$ cat config.mk
export PLATFORM = sky130hd
export DESIGN_NAME = adc_seq_ctrl
export DESIGN_NICKNAME = d
export VERILOG_FILES = /design/src/rtl/adc_seq_pkg.sv /design/src/rtl/adc_seq_cfg_bank.sv /design/src/rtl/adc_seq_result_store.sv /design/src/rtl/adc_seq_engine.sv /design/src/rtl/adc_seq_ctrl.sv
export SDC_FILE = /design/constraint.sdc
export NUM_CORES = 2
export LEC_CHECK = 0
export BUFFER_PORTS_ARGS = -buffer_cell sky130_fd_sc_hd__buf_2
export CORE_MARGIN = 2
export CORE_UTILIZATION = 40
export CTS_CLUSTER_SIZE = 10
export DETAILED_ROUTE_END_ITERATION = 12
export SLEW_MARGIN = 20
export SYNTH_ARGS = -nofsm -noshare
export SYNTH_HDL_FRONTEND = slang
export SYNTH_SLANG_ARGS = --single-unit
$ cat constraint.sdc
create_clock -name clk -period 4.25 [get_ports clk]
set_input_delay 0.425 -clock clk [delete_from_list [all_inputs] [get_ports clk]]
set_output_delay 0.425 -clock clk [all_outputs]
set_load 0.02 [all_outputs]
$ cat src/rtl/adc_seq_pkg.sv
package adc_seq_pkg;
  localparam int SLOT_W  = 5;
  localparam int N_SLOTS = 1 << SLOT_W;
  localparam int WORD_W  = 16;

  typedef struct packed {
    logic              rsvd;
    logic [1:0]        gain;
    logic [SLOT_W-1:0] alt_loc;
    logic              acq_ext;
    logic              align;
    logic              diff;
    logic [SLOT_W-1:0] chan;
  } slot_cfg_t;

  typedef enum logic [2:0] {
    SQ_IDLE,
    SQ_ACQ,
    SQ_REQ,
    SQ_WAIT,
    SQ_FIN
  } sq_state_t;
endpackage

$ cat src/rtl/adc_seq_cfg_bank.sv
module adc_seq_cfg_bank
  import adc_seq_pkg::*;
(
  input  logic              clk,
  input  logic              rst_n,
  input  logic              lock,
  input  logic              bnd_wr_en,
  input  logic [WORD_W-1:0] bnd_wr_data,
  input  logic              cfg_mode,
  input  logic              dp_wr_en,
  input  logic [WORD_W-1:0] dp_wr_data,
  input  logic              idx_wr_en,
  input  logic [SLOT_W-1:0] idx_wr_data,
  input  logic [SLOT_W-1:0] look_slot,
  output logic [SLOT_W-1:0] first_slot,
  output logic [SLOT_W-1:0] last_slot,
  output logic [WORD_W-1:0] bnd_rd_data,
  output logic [SLOT_W-1:0] cur_idx,
  output logic [WORD_W-1:0] idx_word,
  output logic [1:0]        look_gain,
  output logic [SLOT_W-1:0] look_alt,
  output logic              look_acq,
  output logic              look_align,
  output logic              look_diff,
  output logic [SLOT_W-1:0] look_chan
);
  localparam int GAP_W = 8 - SLOT_W;

  slot_cfg_t         slots_q [N_SLOTS];
  slot_cfg_t         wr_cfg;
  slot_cfg_t         look_cfg;
  logic [SLOT_W-1:0] first_q, last_q, idx_q;
  logic              slot_we;
  logic              unused_rsvd;

  assign slot_we = cfg_mode && dp_wr_en && !lock;

  always_comb begin
    wr_cfg      = slot_cfg_t'(dp_wr_data);
    wr_cfg.rsvd = 1'b0;
  end

  assign unused_rsvd = ^{dp_wr_data[WORD_W-1], bnd_wr_data[15:8+SLOT_W],
                         bnd_wr_data[7:SLOT_W], look_cfg.rsvd};

  always_ff @(posedge clk or negedge rst_n) begin
    if (!rst_n) begin
      for (int i = 0; i < N_SLOTS; i++) slots_q[i] <= '0;
    end else if (slot_we) begin
      slots_q[idx_q] <= wr_cfg;
    end
  end

  always_ff @(posedge clk or negedge rst_n) begin
    if (!rst_n) begin
      idx_q <= '0;
    end else if (idx_wr_en) begin
      idx_q <= idx_wr_data;
    end else if (slot_we) begin
      idx_q <= idx_q + SLOT_W'(1);
    end
  end

  always_ff @(posedge clk or negedge rst_n) begin
    if (!rst_n) begin
      first_q <= '0;
      last_q  <= '0;
    end else if (bnd_wr_en && !lock) begin
      first_q <= bnd_wr_data[8 +: SLOT_W];
      last_q  <= bnd_wr_data[0 +: SLOT_W];
    end
  end

  assign first_slot  = first_q;
  assign last_slot   = last_q;
  assign bnd_rd_data = {{GAP_W{1'b0}}, first_q, {GAP_W{1'b0}}, last_q};
  assign cur_idx     = idx_q;
  assign idx_word    = WORD_W'(slots_q[idx_q]);

  assign look_cfg    = slots_q[look_slot];
  assign look_gain   = look_cfg.gain;
  assign look_alt    = look_cfg.alt_loc;
  assign look_acq    = look_cfg.acq_ext;
  assign look_align  = look_cfg.align;
  assign look_diff   = look_cfg.diff;
  assign look_chan   = look_cfg.chan;
endmodule

$ cat src/rtl/adc_seq_result_store.sv
module adc_seq_result_store
  import adc_seq_pkg::*;
#(
  parameter int DATA_W = 16
) (
  input  logic              clk,
  input  logic              rst_n,
  input  logic              wr_en,
  input  logic [SLOT_W-1:0] wr_addr,
  input  logic [DATA_W-1:0] wr_data,
  input  logic [SLOT_W-1:0] rd_addr,
  output logic [DATA_W-1:0] rd_data
);
  logic [DATA_W-1:0] mem_q [N_SLOTS];

  always_ff @(posedge clk or negedge rst_n) begin
    if (!rst_n) begin
      for (int i = 0; i < N_SLOTS; i++) mem_q[i] <= '0;
    end else if (wr_en) begin
      mem_q[wr_addr] <= wr_data;
    end
  end

  assign rd_data = mem_q[rd_addr];
endmodule

$ cat src/rtl/adc_seq_engine.sv
module adc_seq_engine
  import adc_seq_pkg::*;
#(
  parameter int ACQ_CYCLES = 16,
  parameter int DATA_W     = 16
) (
  input  logic              clk,
  input  logic              rst_n,
  input  logic              start,
  input  logic [SLOT_W-1:0] first_slot,
  input  logic [SLOT_W-1:0] last_slot,
  input  logic              look_acq,
  input  logic [SLOT_W-1:0] look_alt,
  input  logic              loc_ovr,
  input  logic              adc_req_ready,
  input  logic              adc_res_valid,
  input  logic [DATA_W-1:0] adc_res_data,
  output logic [SLOT_W-1:0] look_slot,
  output logic              busy,
  output logic              done,
  output logic              adc_req_valid,
  output logic              adc_res_ready,
  output logic              res_we,
  output logic [SLOT_W-1:0] res_addr,
  output logic [DATA_W-1:0] res_data
);
  localparam int CNT_W = (ACQ_CYCLES > 1) ? $clog2(ACQ_CYCLES) : 1;

  sq_state_t         st_q;
  logic [SLOT_W-1:0] slot_q, alt_q;
  logic [CNT_W-1:0]  cnt_q;
  logic              done_q;
  logic              res_fire;

  assign res_fire = (st_q == SQ_WAIT) && adc_res_valid;

  always_comb begin
    case (st_q)
      SQ_IDLE: look_slot = first_slot;
      SQ_WAIT: look_slot = slot_q + SLOT_W'(1);
      default: look_slot = slot_q;
    endcase
  end

  always_ff @(posedge clk or negedge rst_n) begin
    if (!rst_n) begin
      st_q   <= SQ_IDLE;
      slot_q <= '0;
      alt_q  <= '0;
      cnt_q  <= '0;
      done_q <= 1'b0;
    end else begin
      done_q <= 1'b0;
      case (st_q)
        SQ_IDLE: if (start) begin
          slot_q <= first_slot;
          st_q   <= look_acq ? SQ_ACQ : SQ_REQ;
          cnt_q  <= CNT_W'(ACQ_CYCLES - 1);
        end
        SQ_ACQ: begin
          if (cnt_q == '0) st_q <= SQ_REQ;
          else             cnt_q <= cnt_q - CNT_W'(1);
        end
        SQ_REQ: if (adc_req_ready) begin
          alt_q <= look_alt;
          st_q  <= SQ_WAIT;
        end
        SQ_WAIT: if (adc_res_valid) begin
          if (slot_q == last_slot) begin
            st_q <= SQ_FIN;
          end else begin
            slot_q <= slot_q + SLOT_W'(1);
            st_q   <= look_acq ? SQ_ACQ : SQ_REQ;
            cnt_q  <= CNT_W'(ACQ_CYCLES - 1);
          end
        end
        SQ_FIN: begin
          st_q   <= SQ_IDLE;
          done_q <= 1'b1;
        end
        default: st_q <= SQ_IDLE;
      endcase
    end
  end

  assign busy          = (st_q != SQ_IDLE);
  assign done          = done_q;
  assign adc_req_valid = (st_q == SQ_REQ);
  assign adc_res_ready = (st_q == SQ_WAIT);
  assign res_we        = res_fire;
  assign res_addr      = loc_ovr ? alt_q : slot_q;
  assign res_data      = adc_res_data;
endmodule

$ cat src/rtl/adc_seq_ctrl.sv
module adc_seq_ctrl
  import adc_seq_pkg::*;
#(
  parameter int DATA_W     = 16,
  parameter int ACQ_CYCLES = 16
) (
  input  logic              clk,
  input  logic              rst_n,
  input  logic              start,
  input  logic              loc_ovr,
  input  logic              cfg_mode,
  input  logic              bnd_wr_en,
  input  logic [15:0]       bnd_wr_data,
  output logic [15:0]       bnd_rd_data,
  input  logic              idx_wr_en,
  input  logic [4:0]        idx_wr_data,
  input  logic              dp_wr_en,
  input  logic [15:0]       dp_wr_data,
  output logic [15:0]       dp_rd_data,
  output logic              busy,
  output logic              done,
  output logic              adc_req_valid,
  input  logic              adc_req_ready,
  output logic [4:0]        adc_chan,
  output logic [1:0]        adc_gain,
  output logic              adc_diff,
  output logic              adc_align,
  input  logic              adc_res_valid,
  output logic              adc_res_ready,
  input  logic [DATA_W-1:0] adc_res_data
);
  logic [SLOT_W-1:0] first_slot, last_slot, cur_idx, look_slot, look_alt;
  logic [SLOT_W-1:0] res_addr;
  logic [WORD_W-1:0] idx_word;
  logic [DATA_W-1:0] res_data, res_rd;
  logic              look_acq, res_we, lock;

  assign lock = busy || start;

  adc_seq_cfg_bank u_bank (
    .clk        (clk),
    .rst_n      (rst_n),
    .lock       (lock),
    .bnd_wr_en  (bnd_wr_en),
    .bnd_wr_data(bnd_wr_data),
    .cfg_mode   (cfg_mode),
    .dp_wr_en   (dp_wr_en),
    .dp_wr_data (dp_wr_data),
    .idx_wr_en  (idx_wr_en),
    .idx_wr_data(idx_wr_data),
    .look_slot  (look_slot),
    .first_slot (first_slot),
    .last_slot  (last_slot),
    .bnd_rd_data(bnd_rd_data),
    .cur_idx    (cur_idx),
    .idx_word   (idx_word),
    .look_gain  (adc_gain),
    .look_alt   (look_alt),
    .look_acq   (look_acq),
    .look_align (adc_align),
    .look_diff  (adc_diff),
    .look_chan  (adc_chan)
  );

  adc_seq_engine #(.ACQ_CYCLES(ACQ_CYCLES), .DATA_W(DATA_W)) u_engine (
    .clk          (clk),
    .rst_n        (rst_n),
    .start        (start),
    .first_slot   (first_slot),
    .last_slot    (last_slot),
    .look_acq     (look_acq),
    .look_alt     (look_alt),
    .loc_ovr      (loc_ovr),
    .adc_req_ready(adc_req_ready),
    .adc_res_valid(adc_res_valid),
    .adc_res_data (adc_res_data),
    .look_slot    (look_slot),
    .busy         (busy),
    .done         (done),
    .adc_req_valid(adc_req_valid),
    .adc_res_ready(adc_res_ready),
    .res_we       (res_we),
    .res_addr     (res_addr),
    .res_data     (res_data)
  );

  adc_seq_result_store #(.DATA_W(DATA_W)) u_results (
    .clk    (clk),
    .rst_n  (rst_n),
    .wr_en  (res_we),
    .wr_addr(res_addr),
    .wr_data(res_data),
    .rd_addr(cur_idx),
    .rd_data(res_rd)
  );

  assign dp_rd_data = cfg_mode ? idx_word : WORD_W'(res_rd);
endmodule

# Word-level counts from Yosys, hierarchy flattened
# Cells that the tools add are included.
dict set report word_totals {
  word_cells 341
  inputBits 63
  register_bits 1057
  output_inout_bits 45
}
dict set report op_classes {
  muxes 37
  magnitude_cmp 5
  reduce_logical 18
  n_eq_ne 11
  bitwise_logic 3
  n_addsub 3
}
# cell count
set ops {}
lappend ops {{bitwise mux 512 bit} 2}
lappend ops {{binary-select mux 16 bit (select 5 bit)} 3}
lappend ops {{demux 16 bit (select 5 bit)} 2}
lappend ops {{two-way mux 16 bit} 7}
lappend ops {{two-way mux 15 bit} 2}
lappend ops {{two-way mux 5 bit} 6}
lappend ops {{case mux 5 bit (2 select lines)} 2}
lappend ops {{greater-or-equal comparator 6 bit (second input constant)} 3}
lappend ops {{NOT 5 -> 6 bit} 3}
lappend ops {{two-way mux 4 bit} 4}
lappend ops {{two-way mux 3 bit} 5}
lappend ops {{less-than comparator 6 x 1 -> 1 bit (second input constant)} 2}
lappend ops {{case mux 3 bit (4 select lines)} 1}
lappend ops {{case mux 4 bit (3 select lines)} 1}
lappend ops {{adder 5 x 1 -> 5 bit (second input constant)} 2}
lappend ops {{!= test 2 bit (second input constant)} 4}
lappend ops {{AND reduction 4 bit} 2}
lappend ops {{== test 3 x 2 -> 1 bit (second input constant)} 2}
lappend ops {{logical AND 1 bit} 6}
lappend ops {{nonzero test 3 bit} 2}
lappend ops {{== test 5 bit} 1}
lappend ops {{AND reduction 5 bit} 1}
lappend ops {{zero test 4 bit} 1}
lappend ops {{!= test 2 x 1 -> 1 bit (second input constant)} 2}
lappend ops {{10 further kinds} 11}

# Longest topological paths before layout
dict set report logic_depth {
  word_depth 10
  depth_mapped 12
  depth_no_buf 9
}

# Hierarchy
# Synthesis repeated with hierarchy kept, for this count alone.
dict set report unflattened {
  cells_unflattened 3835
  area_unflattened_um2 52435.3
}
# module area_per_inst_um2 instances seq_area_each_um2 cells_per_inst
set by_module_without_submodules {}
lappend by_module_without_submodules {adc_seq_cfg_bank 26932.1 1 12386.9 1936}
lappend by_module_without_submodules {adc_seq_result_store 23907.9 1 12812.3 1730}
lappend by_module_without_submodules {adc_seq_engine 1340.0 1 450.4 150}
lappend by_module_without_submodules {adc_seq_ctrl 255.2 1 0.0 19}

# Least setup slack after synthesis
# OpenSTA, ideal clock, no wires.
dict set report synth_path {
  path_kind {register to register}
  startpoint {register u_bank.idx_q[1], in the netlist u_bank.cur_idx[1]}
  endpoint {register u_bank.slots_q[112] (netlist bit)}
  path_stages_with_launch 13
  n_path_buf 7
  setup_slack_ps 1221
  setup_ps 125
  t_required_ps 4125
  synth_period_minus_slack_ps 3029
  arrival_ps 2904
  path_cell_list {dfrtp_1 > buf_2 > buf_2 > buf_2 > buf_2 > buf_1 > inv_1 > ha_1 > and2_1 > buf_4 > nand2_1 > buf_2 > mux2_2}
}
dict set report synth_between {
  elab_chain_len 6
  word_cells_on_any_way 7
  cone_classes {2 x order compare; 3 x mux; 1 x bitwise; 1 x reduce/logical}
}
# element line
set synth_lines {}
lappend synth_lines {{start, declared} adc_seq_cfg_bank.sv:32} ;# logic [SLOT_W-1:0] first_q, last_q, idx_q;
lappend synth_lines {{start signal, assigned} adc_seq_cfg_bank.sv:58} ;# idx_q <= idx_wr_data;
lappend synth_lines {{start signal, assigned} adc_seq_cfg_bank.sv:60} ;# idx_q <= idx_q + SLOT_W'(1);
lappend synth_lines {{NOT 5 -> 6 bit (implied by the code) (*)} adc_seq_cfg_bank.sv:50} ;# slots_q[idx_q] <= wr_cfg;
lappend synth_lines {{greater-or-equal comparator 6 bit (implied by the code) / less-than comparator 6 x 1 -> 1 bit (equally long branches)} adc_seq_cfg_bank.sv:50}
lappend synth_lines {{logical AND 1 bit (implied by the code)} adc_seq_cfg_bank.sv:50}
lappend synth_lines {{two-way mux 16 bit (implied by the code)} adc_seq_cfg_bank.sv:50}
lappend synth_lines {{demux 16 bit (select 5 bit) (*)} adc_seq_cfg_bank.sv:50}
lappend synth_lines {{bitwise mux 512 bit (*)} adc_seq_cfg_bank.sv:50}
lappend synth_lines {{end signal, assigned by index} adc_seq_cfg_bank.sv:50}
lappend synth_lines {{end, declared} adc_seq_cfg_bank.sv:29} ;# slot_cfg_t slots_q [N_SLOTS];
# Mark *: on every way between the ends. The rest lies on a longest branch, timed or not.
# A chain may end at the register's enable or synchronous reset.

# Worst setup path in the final report
dict set report layout_path {
  startpoint {register u_bank.idx_q[3], in the netlist u_bank.cur_idx[3]}
  endpoint {output port dp_rd_data[5]}
}
dict set report layout_between {
  elab_chain_len 5
  word_cells_on_any_way 8
  cone_classes {7 x mux; 1 x bitwise}
}
# element line
set layout_lines {}
lappend layout_lines {{NOT 5 -> 6 bit (implied by the code) (*)} {adc_seq_cfg_bank.sv:78, adc_seq_result_store.sv:24}}
lappend layout_lines {{binary-select mux 16 bit (select 5 bit), on equally long branches} {adc_seq_result_store.sv:24, adc_seq_cfg_bank.sv:78}}
lappend layout_lines {{two-way mux 16 bit, on equally long branches (2 in series)} {adc_seq_result_store.sv:24, adc_seq_cfg_bank.sv:78}}
lappend layout_lines {{two-way mux 16 bit (*)} adc_seq_ctrl.sv:97} ;# assign dp_rd_data = cfg_mode ? idx_word : WORD_W'(res_rd);
lappend layout_lines {{end, declared} adc_seq_ctrl.sv:19} ;# output logic [15:0] dp_rd_data,
# Mark *: on every way between the ends. The rest lies on a longest branch, timed or not. The select of a mux whose other input is x is not followed.

==> reports/summary.txt <==
Total GRT Usage = 22.7%
Hold WC Path Type = input pin to flip-flop
FF-to-FF path depth = 11
Worst stage delay on the critical path = 750 ps
Sw Ratio = 33.9%
#FFs+latches synth = 1025
Hold path cells = 3
Final period util = 101%
Achievable Freq = 233 MHz
Final-report max-slew violation count = 0
Final nets = 3803
RSZ-0062 raised after global routing = no
Filler instances = 11462
Int Pwr = 21.9 mW
Number of synthesized flops with an enable pin = 0
Routability cong. = 0.813
Sequential area share after synthesis = 49.7%
Vias in the first global route = 33392
Post-Layout Cell Count = 5445
Share of post-route cells with drive strength above 1 = 47.4%
CTS tree = built
Slowest CP cell = dfrtp_1
DRT iter0 DRCs = 2077
Seq. cell area = 25700 um2
Area delta synth->final = 13.3%
Slew headroom = 32.0%
Initial antenna violation count = 8
H-Tree Depth = 3
Max Cap Violations = 0
Final Critical Period = 4290 ps
Comb pwr share = 34.6%
Pin count of the biggest net entering global routing = 108
Clock network power share = 27.9%
Area of the multi-input gates = 24500 um2
Setup CP Type = flip-flop to output pin
Flop pwr share = 37.5%
Ys Warns = 0
Failing checks = setup timing
Final setup fails = 1
Root buffer selected by CTS = clkbuf_16
Die W = 363 um
Critical Path RT = 3830 ps
CTS buffer count = 117
First-pass GRT wire length = 223 mm
CP Max Fanout = 13
Crit path launch type = flip-flop
Critical path arrival = 3870 ps
Ports = 108
Wire per inst = 27.3 um
Max VDD drop = 461 uV
Buffers on Ports = 94
Mapped Avg Cell Area = 14.2 um2
Power Total = 33.2 mW
Dominant synthesized flop cell = dfrtp_1
Cell count after placement = 5246
NetSw = 11.2 mW
DRC viols = 0
Hpwl dp = 94.4 mm
Initial core utilization = 40.4%
Die height = 363 um
Crit path capture type = output pin
Drt pass-1 iters = 5
Post-synth top area cell = dfrtp_1
Total grt overflow = 0
Asr flop ratio synth = 100%
Final setup skew = 68.4 ps
Synth top area cells = dfrtp_1 (50%), mux2_2 (22%), mux4_2 (11%)
Routed Antenna Nets = 0
Core Box Area = 128000 um2
Worst-Margin Slew = 1020 ps
Worst skew pair latency = 770 ps
Cells after synthesis = 3629
Sink Count = 1025
Post-Route WL = 149 mm
Netlist cell types = 71
PD cells = 567 nW/um2
Leak pwr = 28.0 nW
Worst-path cell chain = inv_2 > and3_1 > buf_4 > a22oi_1 > nand4_1 > nor2_1 > a21oi_1 > buf_2
Vias per cell = 5.89
Die footprint = 132000 um2
Final Hold Viols = 0
Post-route setup slack = -43.1 ps
Worst-path clk slew = 60 ps
Clock Path Buffers = 3
FP Rows = 131
Cell area after synthesis = 51600 um2
Top-area cell type share of the netlist area = 49.7%
Via count = 32074
Outcome = finished with violations
-- synth_stat cells (all sizes together), types with 3 or more instances --
| cell type | number |
|---|---|
| nand4 | 14 |
| o32a | 4 |
| a22oi | 49 |
| nand3 | 29 |
| nor2 | 63 |
| nor3 | 14 |
| a21oi | 82 |
| a221oi | 42 |
| and2 | 7 |
| mux2i | 346 |
| xor2 | 6 |
| inv | 13 |
| o221ai | 6 |
| nand2b | 8 |
| a21o | 4 |
| o21a | 3 |
| clkbuf | 155 |
| a211oi | 5 |
| xnor2 | 5 |
| or3 | 4 |
| and3 | 7 |
| buf | 182 |
| or2 | 3 |
| o31ai | 4 |
| o21ai | 33 |
| ha | 6 |
| o22ai | 4 |
| mux4 | 262 |
| dfrtp | 1025 |
| nor4 | 11 |
| mux2 | 1018 |
| nand2 | 187 |
| a21boi | 3 |
-- worst paths after layout --
path / end / slack [ps] / from
max: dp_rd_data[5] / -40 / u_bank.cur_idx[3]$_DFFE_PN0P_
min: u_bank.cur_idx[1]$_DFFE_PN0P_ / 80 / idx_wr_data[1]
max reg2reg: u_engine.alt_q[2]$_DFFE_PN0P_ / 830 / u_engine.st_q[1]$_DFFE_PN0P_
min reg2reg: u_engine.alt_q[3]$_DFFE_PN0P_ / 500 / u_engine.alt_q[3]$_DFFE_PN0P_
max in group asynchronous: u_bank.cur_idx[4]$_DFFE_PN0P_ / 2810 / rst_n
min in group asynchronous: u_bank.slots_q[211]$_DFFE_PN0P_ / 280 / rst_n
-- cells in the final DEF (no fill, tap or decap), types with 18 or more instances in the layout --
master | netlist | final
buf_4 | 28 | 160
buf_2 | 120 | 93
o21ai_0 | 32 | 32
nand2_1 | 165 | 165
a221oi_1 | 42 | 42
a21oi_1 | 82 | 82
nor2_1 | 61 | 45
mux4_2 | 262 | 262
a22oi_1 | 49 | 49
nand2_2 | 22 | 22
dfrtp_1 | 1025 | 1018
dlygate4sd3_1 | 0 | 19
nand3_1 | 29 | 28
clkbuf_16 | 0 | 117
buf_12 | 0 | 45
nor2_2 | 2 | 18
clkbuf_1 | 155 | 28
mux2i_1 | 346 | 340
mux2_2 | 1014 | 1014
-- layout make-up --
class | count | area share (%)
tap | 1662 | 3.55
clock buffer | 155 | 5.42
sequential | 1025 | 43.9
timing repair buffer | 318 | 4.74
clock inverter | 9 | 0.347
multi-input combinational | 2258 | 41.9
antenna | 4 | 0.0171
inverter | 14 | 0.0898
-- through the flow --
step / hold WS (ps) / utilization, % / setup WS, ps / cell area (um2) / TNS [ps]
after floorplan: 129 / - / 1220 / 51700 / 0
after global placement: 482 / 42.8 / 453 / 54700 / 0
after detailed placement: 483 / 42.8 / 482 / 54700 / 0
after CTS: 11.6 / 45.7 / 7.64 / 58400 / 0
after global routing: 54.4 / 45.7 / 6.09 / 58500 / 0
final: 78.1 / 45.8 / -43.1 / 58500 / -43.1
-- per-layer routing --
layer	vias up	share of wire, %	routed length [um]	global-route usage, %
met1	17399	45	66800	31.3
li1	13753	-	-	-
met2	706	48	71200	36.6
met5	-	0.014	21	0
met4	4	2.8	4160	7.00
met3	212	4.5	6630	3.84
-- worst max-delay path: cells and delay by family (launching register included) --
family                 cells  cell delay (ps)
and+or+nand+nor            3             1060
buffers and inverters      3              600
AOI/OAI and AO/OA          2              650
DFF                        1              750
-- logic make-up (layout without fill, tap and decap cells) --
logic type      Yosys count  in the layout  synth area share (%)
flops                  1025           1025                  49.7
mux                    1626           1626                  40.3
simple gates            354            354                  3.20
buf+inv                 351            496                  3.09
compound gates          255            255                  3.38
other cells               1             10               0.00726
fa+ha+maj                 6              6                 0.145
xor+xnor                 11             11                 0.187
-- registers in the layout, indices dropped and copies added, names as in the netlist --
name,cells
u_bank.cur_idx,5
u_results.mem_q,512
u_engine.st_q,3
u_bank.last_slot,5
u_bank.slots_q,480
u_engine.cnt_q,4
u_bank.first_slot,5
u_engine.alt_q,5
u_engine.slot_q,5
u_engine.done,1
-- power groups by stage --
stage                     logic (mW)  clock network (mW)  registers, mW
after CTS                       11.5                9.48           12.4
after global routing            12.1                9.89           12.6
after detailed placement        11.2                   0           12.6
after global placement          11.1                   0           12.5
final                           11.5                9.24           12.4
after floorplan                 7.81                   0           12.2
-- what timing repair did --
action / CTS / global route
buffers inserted: 6 / 6
endpoints found under the setup margin: 16 / 8
hold buffers: 19 / 0
pin swaps: 2 / 2
resized for setup: 10 / 4
endpoints found under the hold margin: 74 / 0
Power figures use the tool's default switching activity.
